## config.mk

```make
export PLATFORM = sky130hd
export DESIGN_NAME = cpld_macrocell
export DESIGN_NICKNAME = d
export VERILOG_FILES = /design/src/rtl/mc_pkg.sv /design/src/rtl/mc_and_plane.sv /design/src/rtl/mc_sum_pol.sv /design/src/rtl/mc_out_stage.sv /design/src/rtl/cpld_macrocell.sv
export SDC_FILE = /design/constraint.sdc
export NUM_CORES = 1
export LEC_CHECK = 0
export ABC_CLOCK_PERIOD_IN_PS = 2340
export BUFFER_PORTS_ARGS = -buffer_cell sky130_fd_sc_hd__buf_2
export CAP_MARGIN = 30
export CORE_MARGIN = 3
export CORE_UTILIZATION = 31
export DETAILED_ROUTE_END_ITERATION = 8
export PLACE_DENSITY = 0.89
export SYNTH_ARGS = -nofsm -noshare
export SYNTH_HDL_FRONTEND = slang
export SYNTH_HIERARCHICAL = 1
export SYNTH_SLANG_ARGS = --single-unit
```

## constraint.sdc

```tcl
create_clock -name clk -period 2.34 [get_ports clk]
set_clock_uncertainty 0.15 [all_clocks]
set_input_delay 0.234 -clock clk [delete_from_list [all_inputs] [get_ports clk]]
set_output_delay 0.234 -clock clk [all_outputs]
set_load 0.1 [all_outputs]
```

## src/rtl/mc_pkg.sv

```systemverilog
package mc_pkg;
    // Register state of the macrocell
    typedef struct packed {
        logic q;
    } mc_state_t;

    // Index of the true-literal link of term t, column c
    function automatic int unsigned mc_link_idx(int unsigned t, int unsigned c, int unsigned ncol);
        return (t * ncol + c) * 2;
    endfunction
endpackage

```

## src/rtl/mc_and_plane.sv

```systemverilog
module mc_and_plane #(
    parameter int unsigned N_COL   = 9,
    parameter int unsigned N_TERMS = 8,
    localparam int unsigned LINK_W = N_TERMS * 2 * N_COL
) (
    input  logic [N_COL-1:0]   col_i,
    input  logic [LINK_W-1:0]  link_i,
    output logic [N_TERMS-1:0] term_o
);
    for (genvar t = 0; t < N_TERMS; t++) begin : g_term
        logic [N_COL-1:0] lit_ok;
        for (genvar c = 0; c < N_COL; c++) begin : g_col
            localparam int unsigned BT = mc_pkg::mc_link_idx(t, c, N_COL);
            // A set link demands its literal; a clear link leaves the column free
            assign lit_ok[c] = (~link_i[BT] | col_i[c]) & (~link_i[BT+1] | ~col_i[c]);
        end
        assign term_o[t] = &lit_ok;
    end
endmodule

```

## src/rtl/mc_sum_pol.sv

```systemverilog
module mc_sum_pol #(
    parameter int unsigned N_TERMS = 8
) (
    input  logic [N_TERMS-1:0] term_i,
    input  logic               inv_i,
    output logic               sum_o,
    output logic               pol_o
);
    always_comb begin
        sum_o = |term_i;
        pol_o = sum_o ^ inv_i;
    end
endmodule

```

## src/rtl/mc_out_stage.sv

```systemverilog
module mc_out_stage
    import mc_pkg::*;
(
    input  logic clk,
    input  logic rst,
    input  logic ce,
    input  logic d_i,
    input  logic comb_sel_i,
    output logic q_o,
    output logic mux_o
);
    mc_state_t state_d, state_q;

    always_comb begin
        state_d = state_q;
        if (rst) begin
            state_d.q = 1'b0;
        end else if (ce) begin
            state_d.q = d_i;
        end
    end

    always_ff @(posedge clk) begin
        state_q <= state_d;
    end

    assign q_o   = state_q.q;
    assign mux_o = comb_sel_i ? d_i : state_q.q;
endmodule

```

## src/rtl/cpld_macrocell.sv

```systemverilog
module cpld_macrocell #(
    parameter int unsigned N_IN    = 8,
    parameter int unsigned N_TERMS = 8,
    localparam int unsigned NCOL   = N_IN + 1,
    localparam int unsigned LINK_W = N_TERMS * 2 * NCOL
) (
    input  logic              clk,
    input  logic              rst,
    input  logic              ce,
    input  logic [N_IN-1:0]   din,
    input  logic [LINK_W-1:0] cfg_and,
    input  logic              cfg_inv,
    input  logic              cfg_comb,
    input  logic              cfg_oe,
    input  logic              pin_i,
    output logic              pin_o,
    output logic              pin_oe,
    output logic              pin_fb,
    output logic              q_fb
);
    logic [NCOL-1:0]    col_w;
    logic [N_TERMS-1:0] term_w;
    logic               sum_w;
    logic               pol_w;
    logic               q_w;

    // Register feedback occupies the top column of the plane
    assign col_w = {q_w, din};

    mc_and_plane #(.N_COL(NCOL), .N_TERMS(N_TERMS)) plane_i (
        .col_i  (col_w),
        .link_i (cfg_and),
        .term_o (term_w)
    );

    mc_sum_pol #(.N_TERMS(N_TERMS)) sum_i (
        .term_i (term_w),
        .inv_i  (cfg_inv),
        .sum_o  (sum_w),
        .pol_o  (pol_w)
    );

    mc_out_stage out_i (
        .clk        (clk),
        .rst        (rst),
        .ce         (ce),
        .d_i        (pol_w),
        .comb_sel_i (cfg_comb),
        .q_o        (q_w),
        .mux_o      (pin_o)
    );

    assign pin_oe = cfg_oe;
    assign pin_fb = pin_i;
    assign q_fb   = q_w;
endmodule

```

==> flow_summary.toml <==
[outcome]
status = "complete, no violations"

[setup_path]
r2r_slack_ns = 0.44
r2r-end = "out_i/q_o"
r2r_start = "out_i/q_o"
crit_fanout = 11
cpPeakStageDelay_ns = 0.45
path_buf_inv = 1
crit_type = "reg -> out"
endpoint_kind = "output pin"
worstPathCellList = "mux2i_1 -> nand3_1 -> nor4_2 -> nor4_1 -> nand2_1 -> xor2_1 -> mux2_4 -> buf_12"
worstSetupPathDepth = 8
rr_worst_depth = 8
crit_arrival_ns = 1.83
path_delay_family = "simple AND/OR/NAND/NOR gates"
worstPathRequired_ns = 1.96
worstSetupStartpointType = "flip-flop"
cpMaxStageDelayCell = "dfxtp_4"

[die]
core_sq_mm = 0.00344
fp.dieH_microns = 66.5
die_area_sq_mm = 0.00442
rows = 21
initial_core_util_pct = 33.0
io_pins = 163
die_width_microns = 66.5

[route]
vias_per_cell = 4.83
wl_per_cell_microns = 15.0
wirelength_microns = 4900
drc = 0
ant_nets = 0
vias = 1575
first_pass_iters = 4
initialDrtViolationCount = 24

[synth]
synthesis.area_sq_mm = 0.00113
postSynthAreaPerCell_sq_um = 8.66
ys_seq_elements = 1
synthCells = 131
yosys_warnings = 6
synth-seq-area-share_pct = 1.76
synth_nets = 290
synthDistinctLibCells = 12

[clock_tree]
clk-insertion-delay-late_ns = 0
clkTransAtPathRegs_ns = 0
cts_hold_buf = 0

[final_layout]
fin_nets = 441
area_growth_pct = 72.2
final_common_cell = "buf_2"
layout_common_cells = "149 x buf_2, 73 x mux2i_1, 25 x nand2_1"
largest_reg_flops = 1
num_antenna_cells = 0
instances_no_fill = 326
drive_above_1_share_pct = 61.1

[timing]
min_period_ns = 2.22
rsz0062_at_grt = "no"
drv_slew = 0
fmax_ghz = 0.451
relSlewSlack_pct = 68.0
setup_tns_ns = 0
hold_violations = 0
finalSetupViolations = 0
worst_slew_pin_slew_ns = 0.484
period_share_pct = 94.7

[global_route]
antenna_found_initial = 0
grt_pass1_wl_microns = 6960
groute.usage.overall_pct = 20.3
overflow = 0
grt_max_degree = 12
grt_pass1_vias = 1615

[placed_design]
place_congestion = 0.748
dpl.hpwl_microns = 4470
placed_cells = 326
io_buffers = 158

[power]
power_leakage_uw = 0.00116
peakVddDrop_v = 0.0000933
total_power_uw = 343
pwr_density_cell_mw_per_mm2 = 176

[hold_path]
hold_depth = 2
hold_end = "out_i/q_o"
hp-class = "in -> reg"
min-delay-start = "rst"

[flow_run]
drv_cap = 0
## cell usage after synthesis
library cell,number,area (sq um)
nand3_1,8,40.0
buf_4,2,15.0
dfxtp_1,1,20.0
mux2i_1,73,731
xor2_1,1,8.76
nand2_1,25,93.8
nor4_1,2,12.5
nor4_2,8,100
buf_2,1,5.00
mux2_4,1,15.0
nor2_1,1,3.75
buf_6,8,90.1
## layer usage
metal / GRT usage, % / share of wire (%)
met1: 22.5 / 35
met2: 40.6 / 53
met3: 2.36 / 10
met4: 4.06 / 1.7
met5: 0 / 0
## logic make-up after synthesis
kind of cell,count (synthesis),share of synthesized area (%)
DFF,1,1.76
buffers and inverters,11,9.70
and+or+nand+nor,44,22.1
muxes,74,65.7
xor gates and xnor gates,1,0.772
## worst register-to-register path: cells and delay by family, from the launching register on
| family | cells | cell delay [ns] |
|---|---|---|
| AND/OR/NAND/NOR | 5 | 0.71 |
| flip-flops | 1 | 0.45 |
| multiplexers | 2 | 0.33 |
| XOR/XNOR | 1 | 0.20 |
## power breakdown
group          internal, uW  switching, uW  total [uW]  leakage, uW
clock network             0              0           0            0
logic                   177            142         319      0.00115
registers              18.3           6.23        24.6   0.00000892
## worst max-delay path by stage
stage                   start  endpoint
floorplan           out_i/q_o     pin_o
global placement       din[6]     pin_o
detailed placement     din[0]     pin_o
CTS                    din[0]     pin_o
global route           din[0]     pin_o
finish              out_i/q_o     pin_o
## layout make-up
| class | count | area (sq um) |
|---|---|---|
| tap | 46 | 57.6 |
| fill | 328 | 1490 |
| multi-input combinational | 119 | 1020 |
| timing repair buffer | 160 | 853 |
| sequential | 1 | 23.8 |
## per-stage QoR
step / area, sq um / hold WS, ns / setup WS [ns] / utilization [%]
2_1_floorplan: 1140 / 0.147 / 0.0603 / -
3_3_place_gp: 1920 / 0.233 / 0.0415 / 55.8
3_5_place_dp: 1920 / 0.247 / 0.0281 / 55.8
4_1_cts: 1920 / 0.247 / 0.0257 / 55.8
5_1_grt: 1950 / 0.245 / 0.00471 / 56.8
6_report: 1950 / 0.245 / 0.124 / 56.8
## repair_timing
action / CTS / global route
buffers inserted: 0 / 0
gates resized for setup: 0 / 11
endpoints found under the setup margin: 0 / 1
Power figures use the tool's default switching activity.
